**src/rtl/sub_alu_pkg.sv**
```systemverilog
package sub_alu_pkg;

    typedef enum logic [1:0] {
        FORM_FWD      = 2'd0,
        FORM_REV      = 2'd1,
        FORM_FWD_BRW  = 2'd2,
        FORM_REV_BRW  = 2'd3
    } sub_form_e;

    typedef enum logic [1:0] {
        YSRC_REG   = 2'd0,
        YSRC_ULIT  = 2'd1,
        YSRC_SLIT  = 2'd2,
        YSRC_REG2  = 2'd3
    } y_src_e;

    localparam int FLAG_W = 6;

    typedef struct packed {
        logic sz;
        logic dc;
        logic n;
        logic ov;
        logic z;
        logic c;
    } sub_flags_t;

    function automatic logic form_is_reverse(sub_form_e f);
        return f[0];
    endfunction

    function automatic logic form_uses_borrow(sub_form_e f);
        return f[1];
    endfunction

endpackage

```
**src/rtl/sub_opnd_mux.sv**
```systemverilog
module sub_opnd_mux
    import sub_alu_pkg::*;
#(
    parameter int DATA_W = 16,
    parameter int ULIT_W = 5,
    parameter int SLIT_W = 10
) (
    input  y_src_e              src,
    input  logic [DATA_W-1:0]   y_reg,
    input  logic [SLIT_W-1:0]   lit,
    output logic [DATA_W-1:0]   y_val
);
    localparam int UPAD = DATA_W - ULIT_W;
    localparam int SPAD = DATA_W - SLIT_W;

    always_comb begin
        unique case (src)
            YSRC_ULIT: y_val = {{UPAD{1'b0}}, lit[ULIT_W-1:0]};
            YSRC_SLIT: y_val = {{SPAD{lit[SLIT_W-1]}}, lit};
            default:   y_val = y_reg;
        endcase
    end
endmodule

```
**src/rtl/sub_core.sv**
```systemverilog
module sub_core
    import sub_alu_pkg::*;
#(
    parameter int DATA_W = 16
) (
    input  sub_form_e           form,
    input  logic                byte_mode,
    input  logic [DATA_W-1:0]   x,
    input  logic [DATA_W-1:0]   y,
    input  logic                c_in,
    input  logic                sz_in,
    output logic [DATA_W-1:0]   res,
    output sub_flags_t          flags
);
    localparam int HALF_W  = DATA_W / 2;
    localparam int MSB_W   = DATA_W - 1;
    localparam int MSB_B   = HALF_W - 1;
    localparam int DC_W    = HALF_W - 1;
    localparam int DC_B    = HALF_W / 2 - 1;

    logic [DATA_W-1:0] a, b, nb;
    logic              cin;
    logic [DATA_W:0]   sum;
    logic [DATA_W-1:0] cout;

    always_comb begin
        a   = form_is_reverse(form) ? y : x;
        b   = form_is_reverse(form) ? x : y;
        nb  = ~b;
        cin = form_uses_borrow(form) ? c_in : 1'b1;
        sum = {1'b0, a} + {1'b0, nb} + {{DATA_W{1'b0}}, cin};
    end

    // Per-bit carry recovered from the single adder
    genvar gi;
    generate
        for (gi = 0; gi < DATA_W - 1; gi++) begin : g_carry
            assign cout[gi] = sum[gi+1] ^ a[gi+1] ^ nb[gi+1];
        end
    endgenerate
    assign cout[DATA_W-1] = sum[DATA_W];

    logic msb_r, msb_a, msb_b, zero;

    always_comb begin
        msb_r = byte_mode ? sum[MSB_B] : sum[MSB_W];
        msb_a = byte_mode ? a[MSB_B]   : a[MSB_W];
        msb_b = byte_mode ? b[MSB_B]   : b[MSB_W];
        zero  = byte_mode ? (sum[HALF_W-1:0] == '0) : (sum[DATA_W-1:0] == '0);

        flags.c  = byte_mode ? cout[MSB_B] : cout[MSB_W];
        flags.dc = byte_mode ? cout[DC_B]  : cout[DC_W];
        flags.n  = msb_r;
        flags.ov = (msb_a ^ msb_b) & (msb_r ^ msb_a);
        flags.z  = zero;
        flags.sz = zero & sz_in;

        res = byte_mode ? {x[DATA_W-1:HALF_W], sum[HALF_W-1:0]} : sum[DATA_W-1:0];
    end
endmodule

```
**src/rtl/sub_alu.sv**
```systemverilog
module sub_alu
    import sub_alu_pkg::*;
#(
    parameter int DATA_W = 16,
    parameter int ULIT_W = 5,
    parameter int SLIT_W = 10
) (
    input  logic                clk,
    input  logic                rst,
    input  logic                op_valid,
    input  logic [1:0]          op_form,
    input  logic [1:0]          y_src,
    input  logic                byte_mode,
    input  logic [DATA_W-1:0]   x_in,
    input  logic [DATA_W-1:0]   y_reg,
    input  logic [SLIT_W-1:0]   lit_in,
    input  logic                carry_flag_in,
    input  logic                sticky_zero_in,
    output logic                out_valid,
    output logic [DATA_W-1:0]   result,
    output logic [FLAG_W-1:0]   flags_out
);
    localparam int HALF_W = DATA_W / 2;

    logic [DATA_W-1:0] y_val, res_d;
    sub_flags_t        flags_d;

    sub_opnd_mux #(.DATA_W(DATA_W), .ULIT_W(ULIT_W), .SLIT_W(SLIT_W)) u_mux (
        .src   (y_src_e'(y_src)),
        .y_reg (y_reg),
        .lit   (lit_in),
        .y_val (y_val)
    );

    sub_core #(.DATA_W(DATA_W)) u_core (
        .form      (sub_form_e'(op_form)),
        .byte_mode (byte_mode),
        .x         (x_in),
        .y         (y_val),
        .c_in      (carry_flag_in),
        .sz_in     (sticky_zero_in),
        .res       (res_d),
        .flags     (flags_d)
    );

    always_ff @(posedge clk) begin
        if (rst) begin
            out_valid <= 1'b0;
            result    <= '0;
            flags_out <= '0;
        end else begin
            out_valid <= op_valid;
            if (op_valid) begin
                result    <= res_d;
                flags_out <= flags_d;
            end
        end
    end

    p_valid_follows_r10: assert property (@(posedge clk) disable iff (rst)
        op_valid |=> out_valid);
    p_valid_drops_r10: assert property (@(posedge clk) disable iff (rst)
        !op_valid |=> !out_valid);
    p_hold_idle_r10: assert property (@(posedge clk) disable iff (rst)
        !op_valid |=> ($stable(result) && $stable(flags_out)));
    p_upper_pass_r3: assert property (@(posedge clk) disable iff (rst)
        (op_valid && byte_mode) |=> (result[DATA_W-1:HALF_W] == $past(x_in[DATA_W-1:HALF_W])));
    p_sz_no_set_r9: assert property (@(posedge clk) disable iff (rst)
        (op_valid && !sticky_zero_in) |=> !flags_out[5]);
    p_word_zero_r8: assert property (@(posedge clk) disable iff (rst)
        (op_valid && !byte_mode) |=> (flags_out[1] == (result == '0)));
endmodule

```
**config.mk**
```make
export PLATFORM = sky130hd
export DESIGN_NAME = sub_alu
export DESIGN_NICKNAME = d
export VERILOG_FILES = /design/src/rtl/sub_alu_pkg.sv /design/src/rtl/sub_opnd_mux.sv /design/src/rtl/sub_core.sv /design/src/rtl/sub_alu.sv
export SDC_FILE = /design/constraint.sdc
export NUM_CORES = 1
export LEC_CHECK = 0
export BUFFER_PORTS_ARGS = -buffer_cell sky130_fd_sc_hd__buf_2
export CAP_MARGIN = 15
export CORE_MARGIN = 2
export CORE_UTILIZATION = 45
export CTS_BUF_LIST = sky130_fd_sc_hd__clkbuf_2
export DETAILED_ROUTE_END_ITERATION = 8
export PLACE_DENSITY_LB_ADDON = 0.12
export SYNTH_ARGS = -nofsm -noshare
export SYNTH_HDL_FRONTEND = slang
export SYNTH_HIERARCHICAL = 1
export SYNTH_SLANG_ARGS = --single-unit
export TNS_END_PERCENT = 20
```
**constraint.sdc**
```tcl
create_clock -name clk -period 7.8 [get_ports clk]
set_input_delay 0.78 -clock clk [delete_from_list [all_inputs] [get_ports clk]]
set_output_delay 0.78 -clock clk [all_outputs]
set_load 0.005 [all_outputs]
```
* After elaboration in Yosys (flattened, before gate mapping)
Index checks and enable logic that the tools add are counted.
** Word-level totals
- Input port bits :: 52
- Word-level logic and storage cells :: 29
- Flip-flop bits (word level) :: 23
- Output and inout port bits :: 23
** Cells by class
- Reductions and logical operators :: 2
- Mux-type cells :: 11
- Equal/unequal tests :: 2
- Bitwise logic cells :: 9
- Add/subtract/negate cells :: 2
** Operators by type and width (count)
- two-way mux 16 bit :: 3
- case mux 16 bit (2 select lines) :: 1
- adder 16 x 16 -> 17 bit :: 1
- adder 17 x 1 -> 17 bit :: 1
- zero test 16 bit :: 1
- NOT 16 bit :: 1
- zero test 8 bit :: 1
- two-way mux 1 bit :: 7
- XOR 1 bit :: 6
- AND 1 bit :: 2
- equality test 2 x 1 -> 1 bit, second input constant :: 1
- equality test 2 bit, second input constant :: 1

* Longest topological paths before layout
Gate-level depths: netlist of the first run.
- Depth in word-level cells :: 9
- Gate-level depth with buffers :: 19
- Depth with buffers taken out :: 18

* Cells and area by module
The synthesis of the first run kept the hierarchy.
** Modules (own cells, without submodules)
- sub_core :: seq. area each 0.0 µm², area each 1549.0 µm², cells an instance 219, instances 1
- sub_alu :: seq. area each 460.4 µm², area each 829.5 µm², cells an instance 73, instances 1
- sub_opnd_mux :: seq. area each 0.0 µm², area each 215.2 µm², cells an instance 41, instances 1

* Worst setup path after synthesis of the first run
No wires, ideal clock.
- Path kind :: in2reg
- Start :: input op_form[0]
- End :: register flags_out[5]
- Buffers on the path :: 3
- Data arrival time :: 4.683 ns
- Stages on the path :: 16
- Path slack :: 3.053 ns
- Data required time :: 7.736 ns
- Library setup time :: 0.064 ns
- Path through :: buf_2 > clkbuf_1 > buf_1 > mux2_2 > fa_1 > fa_1 > nand2b_1 > a21oi_1 > o21ai_0 > a21oi_1 > xor2_1 > or3b_1 > o41ai_2 > and2_1 > mux2i_1 > nor2_1
** RTL lines
- from (decl) :: RTL line sub_alu.sv:11 : input logic [1:0] op_form,
- to (signal assigned) :: RTL line sub_alu.sv:55 : flags_out <= flags_d;
- to (decl) :: RTL line sub_alu.sv:21 : output logic [FLAG_W-1:0] flags_out

==> results of run 1 <==
layout make-up:
class                      instances  area (um^2)
multi-input combinational        281         1970
timing repair buffer              74          370
inverter                          11         41.3
tap                               72         90.1
clock buffer                       4         20.0
fill                             576         2590
sequential                        23          460
power by group through the flow:
stage	Sequential (mW)	Combinational (mW)	Clock [mW]
2_1_floorplan	0.145	0.223	0
3_3_place_gp	0.143	0.293	0
3_5_place_dp	0.144	0.296	0
4_1_cts	0.141	0.297	0.0495
5_1_grt	0.143	0.334	0.0537
6_report	0.141	0.296	0.0482
worst paths after layout:
kind	to	slack (ps)	cells after the start
min reg2reg	result[12]	520	2
max reg2reg	result[5]	7170	2
min	result[12]	520	2
max	flags_out[5]	2960	17
metrics by stage:
step	hold WS (ps)	instance area, um^2	utilization [%]	total power, mW	cells
2_1_floorplan	485	2590	-	0.368	333
3_3_place_gp	469	2930	52.9	0.436	461
3_5_place_dp	475	2930	52.9	0.440	461
4_1_cts	520	2950	53.3	0.488	465
5_1_grt	549	2950	53.3	0.531	465
6_report	517	2950	53.3	0.486	465
registers in the layout, indices dropped and copies added, names as in the netlist:
register and flops:
result 16, flags_out 6, out_valid 1
worst reg2reg max path: stages (launching register included):
cell and delay (ps):
dfxtp_1 360, mux2i_1 130, nor2_1 50
cells by family after synthesis:
| kind of cell | count (synthesis) |
|---|---|
| flip-flops | 23 |
| XOR/XNOR | 14 |
| multiplexers | 55 |
| AND/OR/NAND/NOR | 117 |
| buffers and inverters | 29 |
| AO/OA/AOI/OAI | 76 |
| adder cells (fa/ha/maj) | 19 |
placed cells by master, fill, tap and decap left out, drive strengths merged, types with 2 or more instances in the layout:
cell and count:
buf 74, nor2 45, mux2i 39, nand2 38
o21ai 29, dfxtp 23, ha 16, mux2 15
a21oi 15, xnor2 12, inv 11, nor2b 7
o21a 6, nand2b 6, nor3 5, nand3 5
clkbuf 4, o31ai 4, a22o 4, o31a 3
a211oi 3, xor2 2, nand3b 2, o211ai 2
o311ai 2, fa 2
metal layers:
layer	global-route usage [%]	part of all wire, %
met1	23.9	43
met2	38.3	52
met3	3.05	4.1
met4	2.54	0.59
met5	0	0
==> metrics.md, run 1 <==
| Metric | Value |
|---|---|
| Status | `finished, final reports clean` |
| Die Width | `79.9 um` |
| Root buffer cell | `clkbuf_2` |
| First-pass GRT wire length | `10400 um` |
| Routed vias | `2503` |
| Synthesis-to-finish area growth | `13.8%` |
| Comb power frac | `61.0%` |
| Compound-Gate Fraction of Synth Area | `18.8%` |
| Final worst slack | `2960 ps` |
| Ratio of final minimum period to clock period | `62.1%` |
| Initial antenna violation count | `0` |
| CTS sink count | `23` |
| Total global-route track usage | `20.0%` |
| HP Class | `flip-flop to flip-flop` |
| I/O pin count | `75` |
| Placer Congestion | `0.893` |
| Synth cell types | `53` |
| Top post-synthesis cells by area | `dfxtp_1 (18%), mux2i_1 (15%), ha_1 (7.7%), mux2_2 (6.5%), nor2_1 (6.5%)` |
| Hold_buf cts | `0` |
| Worst-path maximum fanout | `23` |
| Post-cts sizing count | `0` |
| Die Footprint | `6390 um^2` |
| # diodes | `0` |
| Setup Viol. Count Final | `0` |
| Largest family of logic cells by synthesized area | `multiplexers` |
| MaxCap Viol Count | `0` |
| Hold_sp | `result[12]` |
| RSZ-0062 raised after global routing | `false` |
| Gate Count Post-Synth | `333` |
| Crit path DAT | `5120 ps` |
| Type of origin of the critical path | `input pin` |
| FMAX | `207 MHz` |
| Drc violations | `0` |
| Routed length per instance | `13.2 um` |
| Final Hold Vio Count | `0` |
| PortBufs | `74` |
| Setup Fix Bufs, Post-CTS | `0` |
| Critical path class | `input pin to flip-flop` |
| Die Y | `79.9 um` |
| Final nets | `464` |
| Reg2reg start | `result[5]` |
| Worst rel slew slack | `44.3%` |
| Std-Cell Rows | `27` |
| Std-Cell Core Area | `5540 um^2` |
| XOR/XNOR share of the synthesized area | `4.73%` |
| Mux cell area share after synthesis | `22.4%` |
| Cell with the most instances after synthesis | `nor2_1` |
| Synthesized area | `2590 um^2` |
| Largest net degree at the start of global routing | `37` |
| Worst path cell trace | `buf_2, inv_1, ha_1, o21ai_0, mux2_2, fa_1, fa_1, nand2b_1, a21oi_1, o31a_1, a21oi_1, nor4_1, nand4_1, o41ai_2, and2_1, mux2i_1, nor2_1` |
| Buf+Inv Stages, Crit Path | `2` |
| Seq/Total Area, Yosys | `17.8%` |
| Slowest CP cell | `ha_1` |
| Clk pwr share | `9.9%` |
| CP delay by family, top | `adder cells` |
| EDFF count, synth | `0` |
| GRT overflow | `0` |
| Syn Area/Cell | `7.79 um^2` |
| Tmin final | `4840 ps` |
| Half-perimeter wire length after placement | `5030 um` |
| Via density | `5.38` |
| Syn Nets | `403` |
| CP startpoint | `y_src[0]` |
| CTS Buf Count | `3` |
| Drt pass-1 iters | `5` |
| Most used DFF post-synth | `dfxtp_1` |
| Share of the synthesized area in the top cell type | `17.8%` |
| Power Density | `165 nW/um^2` |
| DRT Wirelength | `6140 um` |
| Dpl ws | `2650 ps` |
| Final slew viol count | `0` |
| Bufs on Longest Clock Path | `2` |
| Htree depth | `1` |
| Adder-cell share of the synthesized area | `9.70%` |
| Worst path required time | `8080 ps` |
| Worst-Margin Slew | `836 ps` |
| Drt initial violations | `129` |
| Initial Utilization | `46.8%` |
| CTS tree | `done` |
| Vias in the first global route | `2351` |
| Area leader, netlist | `dfxtp_1` |
| Setup_tns | `0 ps` |
| Leak pwr | `1.45 nW` |
| YS warnings | `6` |
| Post-synth top cells | `nor2_1 (45), mux2i_1 (39), nand2_1 (38)` |
| Setup crit end kind | `flip-flop` |
| Worst-Skew Late Latency | `320 ps` |
| Share of layout cells above drive strength 1 | `25.2%` |
| Clock transition at path regs | `190 ps` |
| P_sw | `0.206 mW` |
| Post-synthesis simple-gate area fraction | `20.3%` |
| Synth Register Bits | `23` |
| Antenna-violating nets left | `0` |
| Slowest stage delay, CP | `670 ps` |
| Clock Skews | `0 ps` |
| Sw frac | `42.5%` |
| Power share of the sequential group | `29.1%` |
| Internal Pwr Total | `0.279 mW` |
| Worst vdd ir | `0.106 mV` |
| Ys async rst share | `0%` |
Note: power is estimated with default switching activity, not from simulation.
==> run 2: changes to the inputs <==
clock period = 4.1 ns   (was 7.8 ns; I/O delays follow)
==> metrics.md, run 2 (synthesis results as in run 1) <==
| Metric | Value |
|---|---|
| Worst rel slew slack | `57.7% (+13 points)` |
| HP Class | `input pin to flip-flop` |
| Die Footprint | `6390 um^2 (unchanged)` |
| Hold_sp | `sticky_zero_in` |
| CTS sink count | `23 (unchanged)` |
| Routed length per instance | `12.8 um (-3.5%)` |
| Tmin final | `3870 ps` |
| Final Hold Vio Count | `0 (unchanged)` |
| Clock transition at path regs | `210 ps (+20 ps)` |
| Setup_tns | `0 ps (unchanged)` |
| First-pass GRT wire length | `10800 um (+4.4%)` |
| Die Y | `79.9 um (unchanged)` |
| FMAX | `259 MHz` |
| PortBufs | `74 (unchanged)` |
| Met3 usage | `2.94% (-0.11 points)` |
| Root buffer cell | `clkbuf_2` |
| Comb power frac | `65.6% (+4.6 points)` |
| Drc violations | `0 (unchanged)` |
| Initial antenna violation count | `0 (unchanged)` |
| Met2 Use GR | `38.8% (+0.50 points)` |
| Top flop regs | `result: 16 flops, flags_out: 6 flops, out_valid: 1 flops` |
| CTS Buf Count | `3 (unchanged)` |
| Total global-route track usage | `20.8% (+0.81 points)` |
| Critical path class | `input pin to flip-flop` |
| I/O pin count | `75 (unchanged)` |
| Crit path DAT | `4160 ps (-960 ps)` |
| Clk pwr share | `8.9% (-1.0 points)` |
| Antenna-violating nets left | `0 (unchanged)` |
| CP startpoint | `y_src[0]` |
| CTS tree | `done` |
| # diodes | `0 (unchanged)` |
| Worst-Margin Slew | `634 ps (-202 ps)` |
| Total power draw | `1.05 mW (+120%)` |
| Via density | `5.18 (-3.9%)` |
| Worst path required time | `4390 ps (-3690 ps)` |
| Post-DP Area | `3300 um^2 (+12%)` |
| MaxCap Viol Count | `0 (unchanged)` |
| Sw frac | `40.2% (-2.2 points)` |
| DRT Wirelength | `6540 um (+6.5%)` |
| Power Density | `313 nW/um^2 (+90%)` |
| Clock Skews | `0 ps (unchanged)` |
| Bufs on Longest Clock Path | `2 (unchanged)` |
| Worst vdd ir | `0.199 mV (+88%)` |
| Most flops, register | `result` |
| Met1 GRT Util | `25.7% (+1.8 points)` |
| Htree depth | `1 (unchanged)` |
| Number of flip-flops in the largest register | `16 (unchanged)` |
| Die Width | `79.9 um (unchanged)` |
| R2R depth | `2 (unchanged)` |
| P_sw | `0.422 mW (+100%)` |
| Leak pwr | `1.69 nW (+17%)` |
| Worst-path maximum fanout | `15 (-35%)` |
| Setup crit end kind | `flip-flop` |
| Internal Pwr Total | `0.627 mW (+120%)` |
| Largest net degree at the start of global routing | `24 (-35%)` |
| Status | `finished, final reports clean` |
| Placer Congestion | `0.880 (-1.5%)` |
| Non-Filler Instances | `513 (+10%)` |
| Reg2reg start | `result[9]` |
| Power share of the sequential group | `25.5% (-3.6 points)` |
| Final-layout fill cell count | `571 (-0.87%)` |
| Setup Viol. Count Final | `0 (unchanged)` |
| Fin area | `3350 um^2 (+13%)` |
| Std-Cell Core Area | `5540 um^2 (unchanged)` |
| Gr busiest metal | `met2` |
| Drt initial violations | `77 (-40%)` |
| Synthesis-to-finish area growth | `29.0%` |
| Std-Cell Rows | `27 (unchanged)` |
| Ratio of final minimum period to clock period | `94.3%` |
| Routed vias | `2655 (+6.1%)` |
| Placed cells | `508 (+10%)` |
| Fin Hold WS | `405 ps (-111 ps)` |
| Commonest non-fill, non-tap cells in the layout | `buf_2 (74), buf_4 (47), nor2_1 (45), mux2i_1 (39), nand2_1 (38)` |
| Half-perimeter wire length after placement | `5480 um (+8.8%)` |
| Drt pass-1 iters | `4 (-1)` |
| Vias in the first global route | `2542 (+8.1%)` |
| Initial Utilization | `46.8% (unchanged)` |
| Commonest non-fill, non-tap cell in the layout | `buf_2` |
| Worst-Skew Late Latency | `330 ps (about the same)` |
| Final slew viol count | `0 (unchanged)` |
| Share of layout cells above drive strength 1 | `34.5% (+9.3 points)` |
| GRT overflow | `0 (unchanged)` |
| Hold path depth | `4 (+2)` |
| Type of origin of the critical path | `input pin` |
| Final nets | `512 (+10%)` |
[run 2: changes by cell type in the layout (fill, tap and decap cells not counted), sizes merged]
cell  previous run  this run
buf             74       122
[run 2: per-stage QoR]
step	utilization, %	worst slack, ps
floorplan	-	9.98
global placement	59.5	-115
detailed placement	59.5	-178
CTS	59.9	198
global route	60.4	-23.2
finish	60.4	234
[run 2: path summary, 6_finish.rpt]
| path | end | slack (ps) |
|---|---|---|
| worst max-delay path | flags_out[5] | 230 |
| worst min-delay path | flags_out[5] | 410 |
| worst max register to register | result[9] | 3450 |
| worst min register to register | result[12] | 520 |
[run 2: repair_timing]
action                                  CTS  global route
endpoints found under the setup margin    0             1
setup buffers                             0             1
resized for setup                         0             7
hold buffers                              0             0
[run 2: final cells by class]
| type | count | area (um^2) | share of cell area, % |
|---|---|---|---|
| Inverter | 11 | 41.3 | 1.23 |
| Sequential cell | 23 | 460 | 13.8 |
| Multi-Input combinational cell | 281 | 1990 | 59.5 |
| Tap cell | 72 | 90.1 | 2.69 |
| Clock buffer | 4 | 20.0 | 0.598 |
| Timing Repair Buffer | 122 | 743 | 22.2 |
[run 2: power by group through the flow]
stage | Combinational, mW | Sequential, mW | Clock [mW]
after floorplan | 0.424 | 0.276 | 0
after global placement | 0.665 | 0.272 | 0
after detailed placement | 0.672 | 0.273 | 0
after CTS | 0.676 | 0.268 | 0.0943
after global routing | 0.770 | 0.272 | 0.103
final | 0.688 | 0.268 | 0.0929
[run 2: worst max-delay path, stage by stage]
cell	delay (ps)
buf_2	90
inv_1	40
ha_1	340
buf_4	200
o21ai_0	370
buf_4	200
mux2i_1	60
ha_1	290
nor2_1	50
o21ai_0	330
o21ai_2	160
nand2b_1	180
a221o_1	360
or3b_1	420
o41ai_2	320
and2_1	170
mux2i_1	60
nor2_1	100
[run 2: metal layers]
| layer | up-vias | share of wire (%) |
|---|---|---|
| met5 | - | 0 |
| met4 | 0 | 1.1 |
| met3 | 6 | 3.6 |
| met2 | 48 | 51 |
| met1 | 1202 | 44 |
| li1 | 1399 | - |
==> run 3: changes to the inputs <==
HOLD_SLACK_MARGIN = 0.12   (was unset)
clock period = 4.4 ns   (was 4.1 ns; I/O delays follow)
==> metrics.md, run 3 (synthesis results as in run 1) <==
| Metric | Value |
|---|---|
| Drt initial violations | `96 (+25%)` |
| RSZ-0062 raised after global routing | `false` |
| Slowest stage delay, CP | `440 ps (+20 ps)` |
| Routed length per instance | `12.5 um (-1.6%)` |
| Most flops, register | `result` |
| Reg2reg start | `result[7]` |
| Critical path class | `input pin to flip-flop` |
| Hold_sp | `sticky_zero_in` |
| CP startpoint | `y_src[0]` |
| Antenna-violating nets left | `0 (unchanged)` |
| HP Class | `input pin to flip-flop` |
| Status | `finished, final reports clean` |
| FMAX | `248 MHz` |
| Drt pass-1 iters | `4 (unchanged)` |
| Share of layout cells above drive strength 1 | `28.1% (-6.3 points)` |
| Setup crit end kind | `flip-flop` |
| Placed cells | `477 (-6.1%)` |
| Final-layout fill cell count | `569 (-0.35%)` |
| Die Footprint | `6390 um^2 (unchanged)` |
| Setup Fix Bufs, Post-CTS | `0 (unchanged)` |
| Clock Skews | `0 ps (unchanged)` |
| Slowest CP cell | `fa_1` |
| CTS Buf Count | `3 (unchanged)` |
| Synthesis-to-finish area growth | `18.5%` |
| Vias in the first global route | `2366 (-6.9%)` |
| Clock transition at path regs | `210 ps (about the same)` |
| Via density | `5.27 (+1.8%)` |
| Tmin final | `4030 ps` |
| Setup Viol. Count Final | `0 (unchanged)` |
| Htree depth | `1 (unchanged)` |
| Power Density | `289 nW/um^2 (-7.7%)` |
| Drc violations | `0 (unchanged)` |
| Half-perimeter wire length after placement | `5060 um (-7.6%)` |
| Leak pwr | `1.52 nW (-9.8%)` |
| Worst path cell trace | `buf_2, inv_1, ha_1, o21ai_0, o21ai_0, mux2_2, fa_1, fa_1, nand2b_1, a21oi_1, o31a_1, a21oi_1, nor4_1, buf_4, nand4_1, o41ai_2, and2_1, mux2i_1, nor2_1` |
| Worst-Margin Slew | `640 ps (+6.38 ps)` |
| Std-Cell Core Area | `5540 um^2 (unchanged)` |
| Worst-path maximum fanout | `7 (-8)` |
| PortBufs | `74 (unchanged)` |
| CP delay by family, top | `compound AO/OA/AOI/OAI gates` |
| Final nets | `480 (-6.3%)` |
| Initial Utilization | `46.8% (unchanged)` |
| CTS sink count | `23 (unchanged)` |
| Total global-route track usage | `19.5% (-1.3 points)` |
| Hold_buf cts | `0 (unchanged)` |
| Buf+Inv Stages, Crit Path | `3 (-1)` |
| CTS tree | `done` |
| MaxCap Viol Count | `0 (unchanged)` |
| Number of flip-flops in the largest register | `16 (unchanged)` |
| Worst rel slew slack | `57.3% (-0.43 points)` |
| Type of origin of the critical path | `input pin` |
| I/O pin count | `75 (unchanged)` |
| Setup_tns | `0 ps (unchanged)` |
| Non-Filler Instances | `482 (-6.0%)` |
| Bufs on Longest Clock Path | `2 (unchanged)` |
| Largest net degree at the start of global routing | `29 (+21%)` |
| GRT overflow | `0 (unchanged)` |
| Final Hold Vio Count | `0 (unchanged)` |
| Die Width | `79.9 um (unchanged)` |
| Commonest non-fill, non-tap cell in the layout | `buf_2` |
| Placer Congestion | `0.909 (+3.3%)` |
| Worst-Skew Late Latency | `330 ps (about the same)` |
| Routed vias | `2540 (-4.3%)` |
| Top flop regs | `result: 16 flops, flags_out: 6 flops, out_valid: 1 flops` |
| DRT Wirelength | `6050 um (-7.6%)` |
| Final slew viol count | `0 (unchanged)` |
| Commonest non-fill, non-tap cells in the layout | `buf_2 (74), nor2_1 (45), mux2i_1 (39), nand2_1 (38), o21ai_0 (28)` |
| Die Y | `79.9 um (unchanged)` |
| First-pass GRT wire length | `10100 um (-6.7%)` |
| Worst vdd ir | `0.174 mV (-12%)` |
| Post-cts sizing count | `0 (unchanged)` |
| Root buffer cell | `clkbuf_2` |
| Worst path required time | `4690 ps (+300 ps)` |
| Ratio of final minimum period to clock period | `91.6%` |
| Std-Cell Rows | `27 (unchanged)` |
| Crit path DAT | `4320 ps (+160 ps)` |
| Initial antenna violation count | `0 (unchanged)` |
run 3: path summary, 6_finish.rpt:
path,end,slack (ps),cells past startpoint
worst max-delay path,flags_out[5],370,19
worst min-delay path,flags_out[5],440,4
worst max register to register,result[7],3760,2
worst min register to register,result[4],510,2
run 3: power by group:
group / internal (mW) / total (mW) / switching, mW
Sequential: 0.237 / 0.249 / 0.0127
Clock: 0.0241 / 0.0847 / 0.0606
Combinational: 0.262 / 0.555 / 0.292
Total: 0.523 / 0.889 / 0.366
run 3: per-layer routing:
layer  up-vias  GRT usage (%)  wire length (um)
met1      1142           23.5              2630
met2        45           37.6              3110
met3         2           2.94               295
li1       1351              -                 -
met4         0           1.53                 8
met5         -              0                 0
run 3: final cells by class:
class	count	area [um^2]	share of cell area, %
clock buffers	4	20.0	0.651
repair buffers	90	490	16.0
well taps	72	90.1	2.93
flip-flops and latches	23	460	15.0
multi-input cells	281	1970	64.1
diodes	1	2.50	0.0814
inverters	11	41.3	1.34
run 3: tightest hold or removal path: cells and delay by family:
family                 cells  cell delay (ps)
buffers and inverters      1               70
muxes                      1               60
and+or+nand+nor            2              170
run 3: metrics by stage:
step	hold slack, ps	util [%]	area (um^2)	total power, mW	setup WS [ps]
global placement	469	55.1	3050	0.808	13.9
finish	437	55.5	3070	0.889	370
CTS	437	55.4	3070	0.896	359
floorplan	485	-	2590	0.652	87.9
global route	408	55.4	3070	0.978	98.5
detailed placement	480	55.1	3050	0.811	9.59
